**config.mk**
```make
export PLATFORM = sky130hd
export DESIGN_NAME = lin_req_ctrl
export DESIGN_NICKNAME = d
export VERILOG_FILES = /design/src/rtl/lin_req_pkg.sv /design/src/rtl/lin_req_bit.sv /design/src/rtl/lin_req_rules.sv /design/src/rtl/lin_req_cfg.sv /design/src/rtl/lin_req_ack.sv /design/src/rtl/lin_req_ctrl.sv
export SDC_FILE = /design/constraint.sdc
export NUM_CORES = 1
export LEC_CHECK = 0
export ABC_CLOCK_PERIOD_IN_PS = 1330
export BUFFER_PORTS_ARGS = -buffer_cell sky130_fd_sc_hd__clkbuf_2
export CAP_MARGIN = 5
export CORE_AREA = 2 2 53 55
export DETAILED_ROUTE_END_ITERATION = 8
export DIE_AREA = 0 0 55 57
export PLACE_DENSITY_LB_ADDON = 0.3
export SLEW_MARGIN = 5
export SYNTH_ARGS = -nofsm -noshare
export SYNTH_HDL_FRONTEND = slang
export SYNTH_SLANG_ARGS = --single-unit
```
**constraint.sdc**
```tcl
create_clock -name clk -period 1.33 [get_ports clk]
set_input_delay 0.266 -clock clk [delete_from_list [all_inputs] [get_ports clk]]
set_output_delay 0.266 -clock clk [all_outputs]
set_load 0.005 [all_outputs]
```
**src/rtl/lin_req_pkg.sv**
```systemverilog
package lin_req_pkg;
  localparam int unsigned NREQ     = 5;
  localparam int unsigned REG_W    = NREQ + 1;
  localparam int unsigned IDX_HDR  = 0;
  localparam int unsigned IDX_ABRT = 1;
  localparam int unsigned IDX_DTX  = 2;
  localparam int unsigned IDX_DISC = 3;
  localparam int unsigned IDX_WAKE = 4;
  localparam int unsigned IDX_PCFG = 5;

  typedef struct packed {
    logic hdr_done;
    logic rsp_done;
    logic abort_done;
    logic err;
    logic idle;
    logic wake_done;
  } eng_stat_t;
endpackage

```
**src/rtl/lin_req_bit.sv**
```systemverilog
module lin_req_bit (
  input  logic clk,
  input  logic rst_n,
  input  logic set_i,
  input  logic clr_i,
  output logic q_o,
  output logic cmd_o
);
  logic q_d, cmd_d;
  logic q_r, cmd_r;

  always_comb begin
    q_d   = q_r;
    cmd_d = 1'b0;
    if (clr_i) begin
      q_d = 1'b0;
    end else if (set_i) begin
      q_d   = 1'b1;
      cmd_d = ~q_r;
    end
  end

  always_ff @(posedge clk or negedge rst_n) begin
    if (!rst_n) begin
      q_r   <= 1'b0;
      cmd_r <= 1'b0;
    end else begin
      q_r   <= q_d;
      cmd_r <= cmd_d;
    end
  end

  assign q_o   = q_r;
  assign cmd_o = cmd_r;

  // a command pulse only marks a request that is now held
  a_r2_cmd_marks_set: assert property (@(posedge clk) disable iff (!rst_n)
    cmd_r |-> q_r);
  // command lasts a single cycle
  a_r2_cmd_single: assert property (@(posedge clk) disable iff (!rst_n)
    cmd_r |=> !cmd_r);
endmodule

```
**src/rtl/lin_req_rules.sv**
```systemverilog
module lin_req_rules
  import lin_req_pkg::*;
(
  input  logic            wr_en,
  input  logic [NREQ-1:0] wr_req,
  input  logic            mode_sleep,
  input  logic            mode_master,
  input  logic            mode_uart,
  input  logic            hdr_rcvd,
  input  logic            id_match,
  input  logic            buf_dir_tx,
  input  eng_stat_t       stat,
  input  logic [NREQ-1:0] q,
  output logic [NREQ-1:0] set,
  output logic [NREQ-1:0] clr
);
  logic [NREQ-1:0] wr_set;

  always_comb begin
    wr_set = wr_en ? wr_req : '0;

    set[IDX_HDR]  = wr_set[IDX_HDR] & ~mode_uart;
    set[IDX_ABRT] = wr_set[IDX_ABRT];
    set[IDX_DTX]  = ~mode_uart &
                    (mode_master ? (stat.hdr_done & q[IDX_HDR] & buf_dir_tx)
                                 : (wr_set[IDX_DTX] & hdr_rcvd));
    set[IDX_DISC] = wr_set[IDX_DISC] & ~mode_uart &
                    (mode_master | (hdr_rcvd & ~id_match));
    set[IDX_WAKE] = wr_set[IDX_WAKE] & ~mode_sleep;

    clr[IDX_HDR]  = stat.hdr_done | stat.abort_done | mode_uart;
    clr[IDX_ABRT] = stat.abort_done;
    clr[IDX_DTX]  = stat.rsp_done | stat.abort_done | stat.err | mode_uart;
    clr[IDX_DISC] = stat.idle | mode_uart;
    clr[IDX_WAKE] = stat.wake_done | stat.abort_done;
  end
endmodule

```
**src/rtl/lin_req_cfg.sv**
```systemverilog
module lin_req_cfg (
  input  logic clk,
  input  logic rst_n,
  input  logic wr_en,
  input  logic wr_val,
  input  logic mode_init,
  input  logic par_err,
  output logic cfg_o,
  output logic to_idle_o
);
  logic cfg_r, cfg_d, cfg_en;

  assign cfg_en = wr_en & mode_init;

  always_comb begin
    cfg_d = cfg_r;
    if (cfg_en) cfg_d = wr_val;
  end

  always_ff @(posedge clk or negedge rst_n) begin
    if (!rst_n) cfg_r <= 1'b0;
    else        cfg_r <= cfg_d;
  end

  assign cfg_o     = cfg_r;
  assign to_idle_o = par_err & cfg_r;

  // outside initialization mode the configuration holds
  a_r9_cfg_init_only: assert property (@(posedge clk) disable iff (!rst_n)
    !mode_init |=> $stable(cfg_r));
endmodule

```
**src/rtl/lin_req_ack.sv**
```systemverilog
module lin_req_ack
  import lin_req_pkg::*;
(
  input  logic            clk,
  input  logic            rst_n,
  input  eng_stat_t       stat,
  input  logic [NREQ-1:0] q,
  output logic            ack_done_o,
  output logic            ack_abort_o
);
  logic fin, done_d, abrt_d, done_r, abrt_r;

  always_comb begin
    fin    = (stat.hdr_done  & q[IDX_HDR]) |
             (stat.rsp_done  & q[IDX_DTX]) |
             (stat.wake_done & q[IDX_WAKE]);
    abrt_d = stat.abort_done & (|q);
    done_d = fin & ~stat.abort_done;
  end

  always_ff @(posedge clk or negedge rst_n) begin
    if (!rst_n) begin
      done_r <= 1'b0;
      abrt_r <= 1'b0;
    end else begin
      done_r <= done_d;
      abrt_r <= abrt_d;
    end
  end

  assign ack_done_o  = done_r;
  assign ack_abort_o = abrt_r;

  // abort acknowledge follows an abort strobe
  a_r11_abort_follows: assert property (@(posedge clk) disable iff (!rst_n)
    abrt_r |-> $past(stat.abort_done));
  // never both acknowledges together
  a_r11_exclusive: assert property (@(posedge clk) disable iff (!rst_n)
    !(done_r && abrt_r));
endmodule

```
**src/rtl/lin_req_ctrl.sv**
```systemverilog
module lin_req_ctrl
  import lin_req_pkg::*;
#(
  parameter int unsigned DATA_W = 8
) (
  input  logic              clk,
  input  logic              rst_n,
  input  logic              wr_en,
  input  logic [REG_W-1:0]  wr_data,
  input  logic              mode_init,
  input  logic              mode_sleep,
  input  logic              mode_master,
  input  logic              mode_uart,
  input  logic              hdr_rcvd,
  input  logic              id_match,
  input  logic              buf_dir_tx,
  input  logic [DATA_W-1:0] buf_data0,
  input  logic              eng_hdr_done,
  input  logic              eng_rsp_done,
  input  logic              eng_abort_done,
  input  logic              eng_err,
  input  logic              eng_idle,
  input  logic              eng_wake_done,
  input  logic              eng_par_err,
  output logic [REG_W-1:0]  rd_data,
  output logic              cmd_hdr,
  output logic              cmd_abort,
  output logic              cmd_dtx,
  output logic              cmd_discard,
  output logic              cmd_wake,
  output logic [DATA_W-1:0] wake_char,
  output logic              bit_chk_en,
  output logic              fsm_to_idle,
  output logic              ack_done,
  output logic              ack_abort
);
  eng_stat_t       stat;
  logic [NREQ-1:0] q, cmd, set, clr;
  logic            cfg;
  logic [DATA_W-1:0] wchar_r, wchar_d;
  logic            wchar_en;

  assign stat = '{hdr_done:   eng_hdr_done,
                  rsp_done:   eng_rsp_done,
                  abort_done: eng_abort_done,
                  err:        eng_err,
                  idle:       eng_idle,
                  wake_done:  eng_wake_done};

  lin_req_rules i_rules (
    .wr_en       (wr_en),
    .wr_req      (wr_data[NREQ-1:0]),
    .mode_sleep  (mode_sleep),
    .mode_master (mode_master),
    .mode_uart   (mode_uart),
    .hdr_rcvd    (hdr_rcvd),
    .id_match    (id_match),
    .buf_dir_tx  (buf_dir_tx),
    .stat        (stat),
    .q           (q),
    .set         (set),
    .clr         (clr)
  );

  for (genvar g = 0; g < NREQ; g++) begin : g_req
    lin_req_bit i_bit (
      .clk   (clk),
      .rst_n (rst_n),
      .set_i (set[g]),
      .clr_i (clr[g]),
      .q_o   (q[g]),
      .cmd_o (cmd[g])
    );
  end

  lin_req_cfg i_cfg (
    .clk       (clk),
    .rst_n     (rst_n),
    .wr_en     (wr_en),
    .wr_val    (wr_data[IDX_PCFG]),
    .mode_init (mode_init),
    .par_err   (eng_par_err),
    .cfg_o     (cfg),
    .to_idle_o (fsm_to_idle)
  );

  lin_req_ack i_ack (
    .clk         (clk),
    .rst_n       (rst_n),
    .stat        (stat),
    .q           (q),
    .ack_done_o  (ack_done),
    .ack_abort_o (ack_abort)
  );

  assign wchar_en = set[IDX_WAKE] & ~clr[IDX_WAKE] & ~q[IDX_WAKE];

  always_comb begin
    wchar_d = wchar_r;
    if (wchar_en) wchar_d = buf_data0;
  end

  always_ff @(posedge clk or negedge rst_n) begin
    if (!rst_n) wchar_r <= '0;
    else        wchar_r <= wchar_d;
  end

  assign rd_data     = {cfg, q};
  assign cmd_hdr     = cmd[IDX_HDR];
  assign cmd_abort   = cmd[IDX_ABRT];
  assign cmd_dtx     = cmd[IDX_DTX];
  assign cmd_discard = cmd[IDX_DISC];
  assign cmd_wake    = cmd[IDX_WAKE];
  assign wake_char   = wchar_r;
  assign bit_chk_en  = ~q[IDX_WAKE];

  // UART mode keeps the frame requests clear
  a_r3_uart_holds_clear: assert property (@(posedge clk) disable iff (!rst_n)
    mode_uart |=> !(q[IDX_HDR] || q[IDX_DTX] || q[IDX_DISC]));
  // slave data send only after a received header
  a_r4_slave_dtx_gate: assert property (@(posedge clk) disable iff (!rst_n)
    ($rose(q[IDX_DTX]) && !$past(mode_master)) |-> $past(hdr_rcvd));
  // no wake-up accepted in sleep
  a_r7_no_wake_in_sleep: assert property (@(posedge clk) disable iff (!rst_n)
    $rose(q[IDX_WAKE]) |-> !$past(mode_sleep));
  // abort completion empties the transmit-side requests
  a_r8_abort_clears: assert property (@(posedge clk) disable iff (!rst_n)
    eng_abort_done |=> !(q[IDX_HDR] || q[IDX_DTX] || q[IDX_WAKE] || q[IDX_ABRT]));
  // return to idle only on a parity error
  a_r10_idle_cause: assert property (@(posedge clk) disable iff (!rst_n)
    fsm_to_idle |-> eng_par_err);
endmodule

```
==> results.md, run 1 <==
Status:
- The run finished with clean final reports.

Routing:
- The count of nets left with antenna violations once routing finished came out at 0.
- In the routed design, unresolved DRC markers number 0.
- The via count is 752.
- The number of vias per cell after detailed routing is slightly below 5.
- The first-pass detailed-route iteration total is 4.
- For this block, the routed nets add up to around 1800 um of wire.
- In the final routed layout, each cell accounts on average for ~12 um.
- The first routing iteration left 13 violations.

Cells and area:
- The multi-input combinational cell area is a little over 300 sq um.
- The number of antenna diodes in the final layout is 0.
- The number of nets at the end of the flow is approximately 160.
- The area growth from synthesis to layout is 37.1%.
- The sequential standard cell area is between 500 and 600 sq um.
- The post-layout instance count excluding filler cells is ~160.
- Measured on the finished design, the core utilization comes to 0.472.
- After routing the design area is about 1200 sq um.
- Counting the fill cells in the layout gives 264.
- Of the cells placed in the final design, the portion with a size suffix greater than 1 is 0.592.

STA:
- Of the available clock period, the critical path in the final layout requires 0.980.
- Hold is met by between 0.1 and 0.15 ns.
- The headroom to the max-slew limit is 0.660.
- The highest achievable clock rate is about 770 MHz.
- Setup violations remaining at the end of the flow were counted as 0.
- The clock period could shrink to about 1.3 ns.
- At the pin with the least slew margin, the transition time is around 0.51 ns.
- The count of pins over their slew limit is 0.
- Setup repair after global routing could not meet its margin everywhere.
- On the final layout, the worst clock skew is 0.00193 ns.
- The number of endpoints with negative hold slack in the final report is 0.

Job:
- Max-cap violations in this run came to 0.

GRT:
- For this run, global-route usage on met2 was measured as 0.202.
- The total routing resource utilization after global routing is 0.126.
- The initial antenna violation count is 0.
- In the global route stage, met3 resource usage came out at 0.0314.
- The first global-routing pass estimated roughly 2800 um of wire.
- met2 is the most crowded layer.
- The via count of the first global-routing pass came to approximately 700.
- After global routing the overflow that remains totals 0.
- In the global route stage, met1 resource usage came out at 0.153.
- The maximum number of pins on one net before global-route repair is 22.

Critical path:
- For this run, the slowest stage of the critical path takes 0.42 ns.
- The critical path runs through a total of 3 cells.
- The cell depth of the worst flop-to-flop path is 3.
- The worst setup path is launched from a register.
- The family of cells with the greatest summed delay on the critical path is simple AND/OR/NAND/NOR gates.
- Walking the worst path, the cells encountered are nor4b_4 > nand3_4 > mux2_4.
- Counting both buffers and inverters, the worst setup path holds a total of 0.
- The arrival time of data at the critical path endpoint is 1.50 ns.
- The endpoint class of the critical path is a register.
- In this run the worst path has a maximum fanout of 9.
- STA puts the critical path data required time at approximately 1.5 ns.
- The slowest stage of the critical path is the sky130_fd_sc_hd__dfrtp_1 cell.
- The setup path with the least slack is of type reg -> reg.

Clocking:
- The maximum level of the CTS H-tree is 1.
- The clock-pin slew of the registers on the worst-case setup and hold paths is between 0.1 and 0.15 ns.
- The maximum number of buffers from clock root to sink is 2.
- The CTS tree is built.
- The clock net in this run drives a total of 21 sinks.
- Post-CTS repair changed the size of 0 cells.
- The number of buffers created by CTS is 3.
- For the worst-skew pair, the clock arrives at the later sink with an insertion delay of 0.30 ns.
- The clock tree root driver cell is sky130_fd_sc_hd__clkbuf_4.

Synthesis:
- Yosys attributes the largest share of cell area to sky130_fd_sc_hd__dfrtp_1 (58%), sky130_fd_sc_hd__mux2_2 (8.8%), sky130_fd_sc_hd__buf_4 (5.0%).
- The synthesized netlist contains 25 unique library cells.
- The average instance in the mapped netlist occupies around 13 sq um.
- The most used flip-flop cell after synthesis is sky130_fd_sc_hd__dfrtp_1.
- The total nets after synthesis is 99.
- The cell accounting for the most synthesized area is sky130_fd_sc_hd__dfrtp_1.
- The most instantiated library cell after synthesis is sky130_fd_sc_hd__dfrtp_1.
- The synthesized instance count is roughly 70.
- The register area share after synthesis is 0.583.
- Summing every instance area after synthesis gives ~900 sq um.
- Yosys printed 0 warnings.
- The area share of the largest cell type after synthesis is 0.583.
- The number of synthesized register bits is 21.
- The share of flip-flops with an asynchronous set or reset is 1.00.
- The number of synthesized flops with an enable pin is 0.
- After synthesis, the most frequently instantiated cells are sky130_fd_sc_hd__dfrtp_1 (21), sky130_fd_sc_hd__mux2_2 (7), sky130_fd_sc_hd__buf_4 (6).

Pwr:
- The leakage dissipation is between 0.6 and 0.7 nW.
- The total power of the final layout is approximately 1.3 mW.
- The worst-case IR drop observed on VDD is approximately 0.00074 V.
- In this run the power density over the cells is around 1100 nW/um^2.

Die:
- The die outline area is 3140 sq um.
- The floorplan step defined a core boundary enclosing approximately 2600 sq um.
- The initial utilization of the core area, before any placement, comes to 0.344.
- The chip width is between 50 and 60 um.
- The number of placement rows is 19.
- Measured along the y axis, the die boundary spans roughly 57 um.
- The I/O pin total is 54.

Placed design:
- Summed over all nets, the half-perimeter wirelength after detailed placement is between 1500 and 2000 um.
- Input and output buffers added on the ports amount to between 50 and 60.
- The number of placed instances, taps included, is 150.
- The congestion estimate from routability-driven global placement came to around 0.76.
- Once placement finished, the instance area stood at about 1200 sq um.

Min path:
- The number of stages on the worst hold path is 2.
- The min-delay analysis places its worst path in the category in -> reg.
[what timing repair did]
action                                 4_1_cts  5_1_grt
setup endpoints to repair                    0        9
endpoints found under the hold margin       21        0
setup buffers                                0        1
hold buffers                                 1        0
[placed cells by master (no fill, tap or decap), drive strengths merged, types with 2 or more instances in the layout]
cell type,count
a211oi,2
a21oi,2
a31oi,2
buf,5
clkbuf,56
dfrtp,21
inv,5
mux2,9
nor2,2
nor4,4
[report_power, final]
group | switching [mW] | total (mW) | internal, mW | leakage (nW)
clock | 0.189 | 0.301 | 0.112 | 0.0177
sequential | 0.0343 | 0.742 | 0.708 | 0.275
combinational | 0.103 | 0.261 | 0.158 | 0.366
total | 0.327 | 1.30 | 0.978 | 0.658
[state kept, by name, indices dropped and copies added, names as in the netlist]
signal / flops
g_req.i_bit.cmd_o: 5
i_ack.ack_abort_o: 1
i_ack.ack_done_o: 1
wake_char: 8
i_cfg.cfg_o: 1
g_req.i_bit.q_o: 5
[through the flow]
step | TNS (ns) | setup WS (ns)
final | 0 | 0.0270
after global routing | -0.153 | -0.0389
after CTS | 0 | 0.00345
after detailed placement | -0.233 | -0.0471
after global placement | -0.0283 | -0.0141
after floorplan | 0 | 0.0492
[final cells by class]
class	count	share of cell area
clock buffer	3	0.0182
clock inverter	1	0.00405
inverter	5	0.0152
multi-input combinational	36	0.252
sequential	21	0.426
tap	31	0.0314
timing repair buffer	59	0.253
[cell families (layout without fill, tap and decap cells)]
family | Yosys count | count (layout) | share of synthesized area
AND/OR/NAND/NOR | 18 | 18 | 0.156
multiplexers | 9 | 9 | 0.121
buffers and inverters | 11 | 68 | 0.0708
flip-flops | 21 | 21 | 0.583
AO/OA/AOI/OAI | 9 | 9 | 0.0694
[final timing paths]
check,start,to,slack [ns]
worst max register to register,g_req[4].i_bit.q_o,wake_char[5],0.03
max in group asynchronous,rst_n,g_req[0].i_bit.cmd_o,0.54
worst min register to register,g_req[3].i_bit.q_o,g_req[3].i_bit.cmd_o,0.46
worst max-delay path,g_req[4].i_bit.q_o,wake_char[5],0.03
worst min-delay path,eng_idle,g_req[3].i_bit.q_o,0.11
min in group asynchronous,rst_n,wake_char[3],0.45
[layer usage]
| metal | vias up | share of wire |
|---|---|---|
| li1 | 355 | - |
| met1 | 353 | 0.42 |
| met2 | 41 | 0.46 |
| met3 | 3 | 0.11 |
| met4 | 0 | 0.016 |
| met5 | - | 0 |
Note: power is estimated with default switching activity, not from simulation.
==> inputs of run 2 (changes only) <==
--- a/config.mk
+++ b/config.mk
@@ -12,6 +12,7 @@
 export DETAILED_ROUTE_END_ITERATION = 8
 export DIE_AREA = 0 0 55 57
 export PLACE_DENSITY_LB_ADDON = 0.3
+export RECOVER_POWER = 50
 export SLEW_MARGIN = 5
 export SYNTH_ARGS = -nofsm -noshare
 export SYNTH_HDL_FRONTEND = slang
==> results.md, run 2 (synthesis results as in run 1) <==
Status:
- The flow ran to the end, and the final reports show no timing, DRC or antenna violations.

Pwr:
- The combinational group share of total power is 0.199.
- The switching power of the nets is between 0.3 and 0.4 mW.
- The part of the total power dissipated in sequential elements is 0.570.
- The analysis attributes to cell leakage a power of 0.655 nW.
- Of the total power, the clock network draws 0.231.
- The largest voltage drop on the vdd net is approximately 0.00074 V.
- The switching part of the total is 0.251.
- The total power density per cell area is between 1000 and 1500 nW/um^2.
- The internal power is a little under 1 mW.

Critical path:
- The peak per-stage delay on the critical path is about 0.42 ns.
- The arrival time of data at the critical path endpoint is roughly 1.5 ns.
- The endpoint class of the critical path is a register.
- Data on the critical path is required at its endpoint by approximately 1.5 ns.
- Of all nets on the critical path, the largest fanout is 9.
- On the critical path, the stage with the largest delay is an instance of sky130_fd_sc_hd__dfrtp_1.
- The cell family contributing the most delay on the critical path is simple AND/OR/NAND/NOR gates.
- STA classifies the critical path startpoint as a register.
- The startpoint-to-endpoint class of the critical path is reg -> reg.
- Together, buffers and inverters on the worst path number 0.
- The signal on the critical path passes through nor4b_4 > nand3_4 > mux2_4.

Cells and area:
- The number of nets at the end of the flow is roughly 160.
- The post-layout instance count excluding filler cells is 156.
- With fillers left out, the area of the finished cells amounts to roughly 1200 sq um.
- The register with the most flip-flops in the layout has 8 of them.
- The fraction of layout cells with a size suffix above 1 is 0.584.
- The total inserted antenna cells is 0.
- The layout filler cell count is 264.
- The area growth from synthesis to layout is 36.7%.
- In the layout the commonest cells are sky130_fd_sc_hd__clkbuf_2 (53), sky130_fd_sc_hd__dfrtp_1 (21), sky130_fd_sc_hd__mux2_2 (7).
- The most common library cell in the layout ignoring fill and taps is sky130_fd_sc_hd__clkbuf_2.

Routing:
- The count of nets left with antenna violations once routing finished came out at 0.
- After detailed routing, the number of remaining DRC violations is 0.
- The first-pass detailed-route iteration total is 4.
- The number of vias per cell after detailed routing is 4.82.
- The via count is 752.
- The number of DRC markers in iteration 0 is 13.
- Wires add up to 1830 um.
- The average routed wire per standard cell is around 12 um.

Die:
- The floorplan has 19 rows.
- The chip width is 55 um.
- The die is approximately 57 um tall.
- The initial utilization of the core area, before any placement, comes to 0.344.
- In this run the count of I/O pins placed on the die edge is 54.
- The die outline area is 3140 sq um.
- The standard cell core area is 2620 sq um.

STA:
- Setup repair after global routing could not meet its margin everywhere.
- Setup violations remaining at the end of the flow were counted as 0.
- The highest achievable clock rate is approximately 770 MHz.
- The slew of the pin with the lowest slew margin is 0.510 ns.
- The count of pins over their slew limit is 0.
- Of the available clock period, the critical path in the final layout requires 0.980.
- Hold is met by roughly 0.11 ns.
- The setup TNS after final layout is 0 ns.
- The number of endpoints with negative hold slack in the final report came to 0.
- After layout, the minimum clock period comes to around 1.3 ns.
- The worst pin sits at a relative slew slack of 0.660.
- Between clock sinks in the finished design, the worst skew comes to ~0.0019 ns.

Clocking:
- CTS placed an instance of sky130_fd_sc_hd__clkbuf_4 at the clock tree root.
- The number of clock sinks is 21.
- The clock-pin slew of the registers on the worst-case setup and hold paths is between 0.1 and 0.15 ns.
- CTS built an H-tree with a depth of 1.
- The maximum number of buffers from clock root to sink is 2.
- The insertion delay to the later sink of the worst-skew pair is about 0.3 ns.
- Counting the buffers created by CTS gives 3.
- The CTS tree is built.

Min path:
- The worst hold path belongs to the class in -> reg.

Placed design:
- Summed over all nets, the half-perimeter wirelength after detailed placement is between 1500 and 2000 um.
- The number of placed instances, taps included is 150.
- The quantity of I/O buffers inserted on ports is 53.
- In this run the cell area measured after placement is 1190 sq um.
- Routability-driven placement finished with a final weighted congestion of approximately 0.76.

GRT:
- Global routing finished with a remaining overflow of 0.
- For this run, the total global-route usage over all layers was measured as 0.126.
- The first global-routing pass estimated 2850 um of wire.
- The initial antenna violation count is 0.
- The via count of the first global-routing pass came to 697.
- The maximum number of pins on one net before global-route repair is 22.

Job:
- The tool flagged a number of max-cap violations equal to 0.
run 2: changes by cell type in the layout (fill, tap and decap cells not counted), sizes merged:
| cell | before | now |
|---|---|---|
| clkbuf | 56 | 57 |
| buf | 5 | 4 |
run 2: worst reg2reg max path: stages, from the launching register on:
cell and delay [ns]:
sky130_fd_sc_hd__dfrtp_1 0.42, sky130_fd_sc_hd__nor4b_4 0.27, sky130_fd_sc_hd__nand3_4 0.18, sky130_fd_sc_hd__mux2_4 0.33
run 2: power groups by stage:
stage	registers, mW	clock network [mW]	logic [mW]
after floorplan	0.761	0	0.105
after global placement	0.755	0	0.256
after detailed placement	0.757	0	0.264
after CTS	0.743	0.326	0.268
after global routing	0.752	0.336	0.297
final	0.742	0.301	0.260
run 2: metal layers:
metal	global-route usage	vias up	share of wire
met2	0.202	41	0.46
met5	0	-	0
met1	0.153	352	0.42
met4	0.0627	0	0.016
li1	-	356	-
met3	0.0314	3	0.11
run 2: layout make-up:
| class | count | area (sq um) | share of cell area |
|---|---|---|---|
| sequential | 21 | 526 | 0.427 |
| timing repair buffer | 59 | 309 | 0.251 |
| clock buffer | 3 | 22.5 | 0.0183 |
| tap | 31 | 38.8 | 0.0315 |
| inverter | 5 | 18.8 | 0.0152 |
| clock inverter | 1 | 5.00 | 0.00407 |
| multi-input combinational | 36 | 312 | 0.253 |
run 2: through the flow:
step | util | setup slack [ns] | power, mW
2_1_floorplan | - | 0.0492 | 0.866
3_3_place_gp | 0.455 | -0.0141 | 1.01
3_5_place_dp | 0.455 | -0.0471 | 1.02
4_1_cts | 0.469 | 0.00345 | 1.34
5_1_grt | 0.471 | -0.0389 | 1.39
6_report | 0.471 | 0.0270 | 1.30
run 2: final timing paths:
path / slack, ns / end / from / cells past startpoint
min reg2reg: 0.46 / g_req[3].i_bit.cmd_o / g_req[3].i_bit.q_o / 1
max: 0.03 / wake_char[5] / g_req[4].i_bit.q_o / 3
min in group asynchronous: 0.45 / wake_char[3] / rst_n / 2
max in group asynchronous: 0.54 / g_req[0].i_bit.cmd_o / rst_n / 2
max reg2reg: 0.03 / wake_char[5] / g_req[4].i_bit.q_o / 3
min: 0.11 / g_req[3].i_bit.q_o / eng_idle / 2
run 2: what timing repair did:
action,in CTS,in global routing
setup endpoints to repair,0,9
hold endpoints to repair,21,0
resized for setup,0,0
setup buffers,0,1
hold buffers,1,0
